**src/rtl/ccm_pkg.sv**
```systemverilog
package ccm_pkg;
  // Field order follows the bit positions software writes (bit 6 down to bit 0).
  typedef struct packed {
    logic cmp_en;     // bit 6: comparator enable
    logic cap_rise;   // bit 5: capture on rising edge
    logic cap_fall;   // bit 4: capture on falling edge
    logic flag_en;    // bit 3: match sets the flag
    logic toggle_en;  // bit 2: match inverts the pin
    logic pwm_en;     // bit 1: pin is PWM
    logic irq_en;     // bit 0: interrupt enable
  } ccm_mode_t;

  localparam int MODE_W = $bits(ccm_mode_t);
endpackage

```
**src/rtl/ccm_edge_detect.sv**
```systemverilog
module ccm_edge_detect #(
  parameter int SYNC_STAGES = 2
) (
  input  logic clk,
  input  logic rst_n,
  input  logic pin_i,
  output logic rise_o,
  output logic fall_o
);
  localparam int LAST = SYNC_STAGES - 1;

  logic [SYNC_STAGES-1:0] sync_q;
  logic                   seen_q;

  always_ff @(posedge clk or negedge rst_n) begin
    if (!rst_n) begin
      sync_q <= '0;
      seen_q <= 1'b0;
    end else begin
      sync_q[0] <= pin_i;
      for (int i = 1; i < SYNC_STAGES; i++) sync_q[i] <= sync_q[i-1];
      seen_q <= sync_q[LAST];
    end
  end

  assign rise_o = sync_q[LAST] & ~seen_q;
  assign fall_o = ~sync_q[LAST] & seen_q;

  // One pin edge must yield a single-cycle pulse.
  p_single_rise_r3: assert property (@(posedge clk) disable iff (!rst_n)
    rise_o |=> !rise_o);
  p_single_fall_r3: assert property (@(posedge clk) disable iff (!rst_n)
    fall_o |=> !fall_o);
endmodule

```
**src/rtl/ccm_match.sv**
```systemverilog
module ccm_match #(
  parameter int CNT_W = 16
) (
  input  logic             clk,
  input  logic             rst_n,
  input  logic             en_i,
  input  logic [CNT_W-1:0] cnt_i,
  input  logic [CNT_W-1:0] ref_i,
  output logic             hit_o
);
  logic [CNT_W-1:0] prev_q;

  always_ff @(posedge clk or negedge rst_n) begin
    if (!rst_n) prev_q <= '0;
    else        prev_q <= cnt_i;
  end

  // Hit only on the edge where the count arrives at the reference.
  assign hit_o = en_i && (cnt_i == ref_i) && (cnt_i != prev_q);
endmodule

```
**src/rtl/ccm_pwm.sv**
```systemverilog
module ccm_pwm #(
  parameter int BYTE_W = 8
) (
  input  logic              clk,
  input  logic              rst_n,
  input  logic              en_i,
  input  logic [BYTE_W-1:0] cnt_lo_i,
  input  logic [BYTE_W-1:0] ref_lo_i,
  output logic              wrap_o,
  output logic              out_o
);
  logic [BYTE_W-1:0] prev_lo_q;
  logic              out_q;

  always_ff @(posedge clk or negedge rst_n) begin
    if (!rst_n) begin
      prev_lo_q <= '0;
      out_q     <= 1'b0;
    end else begin
      prev_lo_q <= cnt_lo_i;
      out_q     <= en_i && (cnt_lo_i >= ref_lo_i);
    end
  end

  assign wrap_o = en_i && (&prev_lo_q) && (cnt_lo_i == '0);
  assign out_o  = out_q;

  p_pwm_low_r8: assert property (@(posedge clk) disable iff (!rst_n)
    (en_i && cnt_lo_i < ref_lo_i) |=> !out_o);
  p_pwm_high_r8: assert property (@(posedge clk) disable iff (!rst_n)
    (en_i && cnt_lo_i >= ref_lo_i) |=> out_o);
endmodule

```
**src/rtl/ccm_channel.sv**
```systemverilog
module ccm_channel
  import ccm_pkg::*;
#(
  parameter int CNT_W       = 16,
  parameter int SYNC_STAGES = 2
) (
  input  logic              clk,
  input  logic              rst_n,
  input  logic [CNT_W-1:0]  cnt_i,
  input  logic              cap_pin_i,
  input  logic              mode_we_i,
  input  logic [MODE_W-1:0] mode_wdata_i,
  input  logic              val_we_i,
  input  logic [CNT_W-1:0]  val_wdata_i,
  input  logic              flag_clr_i,
  output logic              pin_o,
  output logic              flag_o,
  output logic              irq_o,
  output logic [CNT_W-1:0]  cap_val_o
);
  localparam int HALF = CNT_W / 2;

  ccm_mode_t        mode_q;
  logic [CNT_W-1:0] val_q;
  logic             flag_q;
  logic             tog_q;

  logic rise, fall, cap_ev, hit, wrap, pwm_out, set_ev;

  ccm_edge_detect #(.SYNC_STAGES(SYNC_STAGES)) u_edge (
    .clk(clk), .rst_n(rst_n), .pin_i(cap_pin_i),
    .rise_o(rise), .fall_o(fall)
  );

  ccm_match #(.CNT_W(CNT_W)) u_match (
    .clk(clk), .rst_n(rst_n), .en_i(mode_q.cmp_en),
    .cnt_i(cnt_i), .ref_i(val_q), .hit_o(hit)
  );

  ccm_pwm #(.BYTE_W(HALF)) u_pwm (
    .clk(clk), .rst_n(rst_n), .en_i(mode_q.pwm_en),
    .cnt_lo_i(cnt_i[HALF-1:0]), .ref_lo_i(val_q[HALF-1:0]),
    .wrap_o(wrap), .out_o(pwm_out)
  );

  assign cap_ev = (rise & mode_q.cap_rise) | (fall & mode_q.cap_fall);
  assign set_ev = cap_ev | (hit & mode_q.flag_en);

  always_ff @(posedge clk or negedge rst_n) begin
    if (!rst_n) begin
      mode_q <= '0;
      val_q  <= '0;
      flag_q <= 1'b0;
      tog_q  <= 1'b0;
    end else begin
      if (mode_we_i) mode_q <= ccm_mode_t'(mode_wdata_i);
      // Priority: capture, then software write, then PWM reload.
      if (cap_ev)        val_q <= cnt_i;
      else if (val_we_i) val_q <= val_wdata_i;
      else if (wrap)     val_q[HALF-1:0] <= val_q[CNT_W-1:HALF];
      if (set_ev)          flag_q <= 1'b1;
      else if (flag_clr_i) flag_q <= 1'b0;
      if (hit && mode_q.toggle_en) tog_q <= ~tog_q;
    end
  end

  assign pin_o     = mode_q.pwm_en ? pwm_out : tog_q;
  assign flag_o    = flag_q;
  assign irq_o     = flag_q & mode_q.irq_en;
  assign cap_val_o = val_q;

  p_capture_load_r2: assert property (@(posedge clk) disable iff (!rst_n)
    cap_ev |=> cap_val_o == $past(cnt_i));
  p_match_flag_r5: assert property (@(posedge clk) disable iff (!rst_n)
    (hit && mode_q.flag_en) |=> flag_o);
  p_clear_r10: assert property (@(posedge clk) disable iff (!rst_n)
    (flag_clr_i && !set_ev) |=> !flag_o);
  p_toggle_r6: assert property (@(posedge clk) disable iff (!rst_n)
    (hit && mode_q.toggle_en) |=> tog_q != $past(tog_q));
  p_cmp_off_r4: assert property (@(posedge clk) disable iff (!rst_n)
    !mode_q.cmp_en |=> $stable(tog_q));
endmodule

```
**config.mk**
```make
export PLATFORM = sky130hd
export DESIGN_NAME = ccm_channel
export DESIGN_NICKNAME = d
export VERILOG_FILES = /design/src/rtl/ccm_pkg.sv /design/src/rtl/ccm_edge_detect.sv /design/src/rtl/ccm_match.sv /design/src/rtl/ccm_pwm.sv /design/src/rtl/ccm_channel.sv
export SDC_FILE = /design/constraint.sdc
export NUM_CORES = 1
export LEC_CHECK = 0
export ABC_AREA = 0
export BUFFER_PORTS_ARGS = -buffer_cell sky130_fd_sc_hd__buf_4
export CAP_MARGIN = 0
export CORE_MARGIN = 8
export CORE_UTILIZATION = 45
export DETAILED_ROUTE_END_ITERATION = 6
export MAX_ROUTING_LAYER = met4
export PLACE_DENSITY = 0.82
export SETUP_SLACK_MARGIN = 0.1
export SLEW_MARGIN = 40
export SYNTH_ARGS = -nofsm -noshare
export SYNTH_HDL_FRONTEND = slang
export SYNTH_SLANG_ARGS = --single-unit
```
**constraint.sdc**
```tcl
create_clock -name clk -period 1.6 [get_ports clk]
set_input_delay 0.08 -clock clk [delete_from_list [all_inputs] [get_ports clk]]
set_output_delay 0.08 -clock clk [all_outputs]
set_load 0.02 [all_outputs]
```
# Word level (Yosys, flattened, before mapping)
# Index checks and enable logic that the tools add are counted.
# W data, S select, Z words.
[totals] register_bits=53 memories=0 romBits=0 output_inout_bits=19 word_cells=48 latchBits=0 mem_bits_rw=0 inputBits=45
[op_classes] magnitude_cmp=1 n_div=0 n_mux=7 n_mul=0 n_shift=0 n_addsub=0 eq_ne=2 reduce_logical=11 bitwise=11
[op_table] operator="$mux W8" n=3
[op_table] operator="$eq A16 B16 Y1" n=1
[op_table] operator="$mux W16" n=1
[op_table] operator="$ne A16 B16 Y1" n=1
[op_table] operator="$ge A8 B8 Y1" n=1
[op_table] operator="$logic_not A8 Y1" n=1
[op_table] operator="$reduce_and A8 Y1" n=1
[op_table] operator="$and A1 B1 Y1" n=6
[op_table] operator="$logic_and A1 B1 Y1" n=6
[op_table] operator="$reduce_bool A2 Y1" n=2
[op_table] operator="$mux W1" n=3
[op_table] operator="$not A1 Y1" n=3
[op_table] operator="$reduce_bool A3 Y1" n=1
[op_table] operator="$or A1 B1 Y1" n=2

# Longest topological paths before layout
[logic_depth] depth_word=6 ltp_mapped=7 mapped_depth_nobuf=7

# Hierarchy
# Synthesis repeated with hierarchy kept, for this count alone.
[unflattened] cells_unflattened=209 area_unflattened_um2=2553.7
[modules_own_cells] mod="ccm_channel" instances=1 seq_area_each_um2=625.6 cells_per_inst=102 area_per_inst_um2=1227.4
[modules_own_cells] mod="ccm_match" instances=1 seq_area_each_um2=400.4 cells_per_inst=60 area_per_inst_um2=769.5
[modules_own_cells] mod="ccm_pwm" instances=1 seq_area_each_um2=225.2 cells_per_inst=42 area_per_inst_um2=466.7
[modules_own_cells] mod="ccm_edge_detect" instances=1 seq_area_each_um2=75.1 cells_per_inst=5 area_per_inst_um2=90.1

# Least setup slack after synthesis
# No wires, ideal clock.
[synth_timing] kind="reg2reg" start="register val_q[2] (netlist: cap_val_o[2])" end="register tog_q" setup_slack_ps=-320 setup_time_ps=79 t_arrival_ps=1841 path_stages_with_launch=8 n_path_buf=0 period_less_slack_ps=1920 required_time_ps=1521 cell_sequence="dfrtp_1 -> inv_1 -> ha_1 -> nand2_1 -> or4_4 -> nor3_2 -> and3b_1 -> xor2_1"
[synth_between] elab_chain_cells=4
[synth_rtl] item="from (decl)" line_no="ccm_channel.sv:24" text="logic [CNT_W-1:0] val_q;"
[synth_rtl] item="from (signal assigned)" line_no="ccm_channel.sv:58" text="if (cap_ev) val_q <= cnt_i;"
[synth_rtl] item="from (signal assigned)" line_no="ccm_channel.sv:59" text="else if (val_we_i) val_q <= val_wdata_i;"
[synth_rtl] item="from (signal, indexed assignment)" line_no="ccm_channel.sv:60" text="else if (wrap) val_q[HALF-1:0] <= val_q[CNT_W-1:HALF];"
[synth_rtl] item="$eq A16 B16 Y1" line_no="ccm_match.sv:19" text="assign hit_o = en_i && (cnt_i == ref_i) && (cnt_i != prev_q);"
[synth_rtl] item="$logic_and A1 B1 Y1 (2 in series)" line_no="ccm_match.sv:19"
[synth_rtl] item="$logic_and A1 B1 Y1" line_no="ccm_channel.sv:63" text="if (hit && mode_q.toggle_en) tog_q <= ~tog_q;"
[synth_rtl] item="to (signal assigned)" line_no="ccm_channel.sv:63"
[synth_rtl] item="to (decl)" line_no="ccm_channel.sv:26" text="logic tog_q;"
# Every way passes these cells.
# A chain may end at the register's enable or synchronous reset.

# Final worst setup path
# Ends and elaborated chain as after synthesis.

==> impl_metrics.csv <==
group,metric,value,unit
run_status,status,"finished with violations",
run_status,violations,"setup timing",
power,pwr-share-comb,0.332,
synth,syn_inst,202,
grt,grt_pass1_vias,2043,
clock_tree,cts_buffer_depth,2,
power,p_switching,966.6,uW
placed_design,gp_congestion,0.8543,
clock_tree,clk_latency,0.31,ns
grt,gr-usage-met2,0.2948,
sta,fin_crit_sh,1.110,
cells_and_area,antenna_cells,0,
grt,antenna_found_initial,0,
synth,syn_nets,255,
power,clockPowerShare,0.228,
grt,grt_pass1_wl,10120,um
die,core,4692,um2
placed_design,port_buffers,63,
sta,fin_skew,0.01451,ns
grt,grtUsageMet3,0.04107,
sta,max_freq,563.0,MHz
clock_tree,cts_max_level,2,
setup_path,worstPathCellList,"inv_2, ha_4, nand2_4, or4_4, nor3_2, and3b_1, xor2_1",
setup_path,crit_arrival,2.02,ns
drt,wl_per_cell,17.33,um
drt,vias,1888,
die,io_pins,64,
clock_tree,clock_sinks,45,
power,peakVddDrop,0.6245,mV
grt,grt_overflow_total,0,
hold_path,min_path_type,"input port to register",
sta,setup_viol,3,
sta,grt_setup_unrepaired,"yes",
power,swShare,0.3167,
clock_tree,clkSlewWorstSetupHoldPaths,0.09,ns
die,die-area,7340,um2
grt,grtUsageTotal,0.1821,
setup_path,startpoint_type,"register",
clock_tree,cts_buffers,5,
sta,hold_viol,0,
setup_path,cp_max_fo,2,
sta,fin_crit,1.776,ns
synth,synth-seq-cells,45,
synth,seq_area_frac_synth,0.5155,
synth,yosys_warnings,0,
drt,drtIter0Drc,89,
drt,drc_errors,0,
setup_path,crit_type,"register to register",
synth,postSynthAreaPerCell,10.81,um2
drt,ant_nets,0,
sta,slew_headroom,0.6174,
die,die_height,85.68,um
drt,vias_per_cell,5.259,
sta,worstMarginPinSlew,0.5740,ns
synth,ys_types,30,
grt,busiest_layer,"met2",
sta,timing.hold.ws,0.004317,ns
placed_design,place.detailed.hpwl,4467,um
setup_path,slowest_delay,0.54,ns
sta,slew_violations,0,
cells_and_area,areaGrowthSynthToFinish,47.25,%
setup_path,cp-end-kind,"register",
setup_path,crit_required,1.84,ns
run,max_cap_viol_count,0,
grt,use_met1,0.2178,
die,die_w,85.68,um
power,p_seq_frac,0.440,
setup_path,crit_path_top_delay_cell,"or4_4",
clock_tree,cts-root-buf,"clkbuf_8",
power,cellLeakagePower,0.001462,uW
cells_and_area,finalInstanceArea,3217,um2
cells_and_area,num-nets-final,357,
setup_path,reg2reg_slack,-0.18,ns
cells_and_area,fin_util,0.6856,
clock_tree,cts_tree,"done",
cells_and_area,post_route_cells_drive_above_1_share,0.3770,
die,start_util,0.4656,
placed_design,place_area,2867,um2
die,num_rows,25,
power,internal-power,2085,uW
synth,syn_area,2185,um2
grt,grt_max_degree,46,
sta,worst_slack,-0.1763,ns
power,power.density,948.7,nW/um2
drt,routed_wl,6221,um
drt,dr.pass1.iters,4,
[cells in the mapped netlist]
master,n,area [um2]
a211oi_1,2,15.01
a21o_1,1,7.510
a21oi_1,25,125.1
a221o_1,1,10.01
a31oi_1,1,6.260
and2_1,1,6.260
and3_1,1,6.260
and3b_1,1,8.760
buf_2,1,5.000
clkbuf_1,5,18.77
dfrtp_1,45,1126
ha_1,8,100.1
inv_1,10,37.54
mux2_2,9,101.4
mux2i_1,7,70.07
nand2_1,12,45.04
nand3_1,1,5.000
nand3b_1,1,7.510
nand4_1,8,50.05
nor2_1,10,37.54
nor2b_1,9,56.30
nor3_2,1,10.01
nor4_1,4,25.02
o21ai_0,9,45.04
o21ai_1,1,5.000
o21ai_4,1,16.27
o31ai_1,1,7.510
or4_4,1,11.26
xnor2_1,22,192.7
xor2_1,3,26.28
[kinds of logic after synthesis]
group / count (synthesis) / synth area share
AOI/OAI and AO/OA: 42 / 0.1088
buffers and inverters: 16 / 0.02806
and+or+nand+nor: 50 / 0.1231
adders and majority gates: 8 / 0.04582
muxes: 16 / 0.07847
xor gates and xnor gates: 25 / 0.1002
DFF: 45 / 0.5155
[sequential cells by signal (all words and copies together), names as in the netlist, 2 cells and up]
| signal | flops |
|---|---|
| mode_q | 7 |
| u_edge.sync_q | 2 |
| u_match.prev_q | 9 |
| u_pwm.prev_lo_q | 7 |
| cap_val_o | 16 |
[worst max-delay path: cells and delay by family, from the launching register on]
family	cells	cell delay, ns
and+or+nand+nor	4	0.87
DFF	1	0.37
buffers and inverters	1	0.05
xor gates and xnor gates	1	0.14
adders and majority gates	1	0.27
[power groups by stage]
stage | sequential (uW) | clock [uW] | combinational, uW
after floorplan | 1440 | 0 | 380
after global placement | 1350 | 0 | 895
after detailed placement | 1360 | 0 | 918
after CTS | 1340 | 713 | 978
after global routing | 1360 | 752 | 1100
final | 1340 | 697 | 1010
[per-layer routing]
| layer | wire [um] | part of all wire | vias to the layer above |
|---|---|---|---|
| li1 | - | - | 904 |
| met1 | 2585 | 0.42 | 907 |
| met2 | 3162 | 0.51 | 66 |
| met3 | 320 | 0.051 | 11 |
| met4 | 153 | 0.025 | 0 |
| met5 | 0 | 0 | - |
[final timing paths]
check | depth (start not counted) | endpoint | startpoint
max reg2reg | 7 | tog_q$_DFFE_PN0P_ | cap_val_o[2]$_DFFE_PN0P_
min in group asynchronous | 2 | cap_val_o[1]$_DFFE_PN0P_ | rst_n
max | 7 | tog_q$_DFFE_PN0P_ | cap_val_o[2]$_DFFE_PN0P_
max in group asynchronous | 2 | cap_val_o[3]$_DFFE_PN0P_ | rst_n
min reg2reg | 0 | u_edge.sync_q[1]$_DFF_PN0_ | u_edge.sync_q[0]$_DFF_PN0_
min | 2 | mode_q[0]$_DFFE_PN0P_ | mode_wdata_i[0]
[layout by cell type, fill, tap and decap left out, types with 2 or more instances in the layout]
master,count
a211oi_1,2
a21oi_1,24
buf_4,78
buf_6,2
clkbuf_8,5
clkinvlp_4,2
dfrtp_1,42
dfrtp_2,3
dlygate4sd3_1,21
ha_1,5
ha_4,3
inv_1,7
inv_2,3
mux2_2,8
mux2i_1,6
nand2_1,11
nand4_1,8
nor2_1,10
nor2b_1,9
nor4_2,3
o21ai_0,9
xnor2_1,22
xor2_1,3
[what timing repair did]
action,in CTS,in global routing
endpoints found under the setup margin,11,11
endpoints found under the hold margin,64,1
setup buffers,0,1
hold buffers,20,1
pin swaps,4,3
resized for setup,6,3
[final cells by class]
cell class	count	area, um2
fill	340	1475
sequential	45	1130
multi-input combinational	141	1076
timing repair buffer	101	818.3
clock buffer	6	72.57
tap	54	67.56
inverter	10	37.54
clock inverter	2	15.01
[stage by stage]
step,setup TNS [ns],std cells,power [uW],setup WS (ns)
after floorplan,-0.2444,202,1825,-0.1842
after global placement,-0.1610,329,2250,-0.1290
after detailed placement,-0.2417,329,2282,-0.1658
after CTS,-0.2657,357,3033,-0.1796
after global routing,-0.6806,359,3208,-0.2426
final,-0.2678,359,3052,-0.1763
Note: power is estimated with default switching activity, not from simulation.
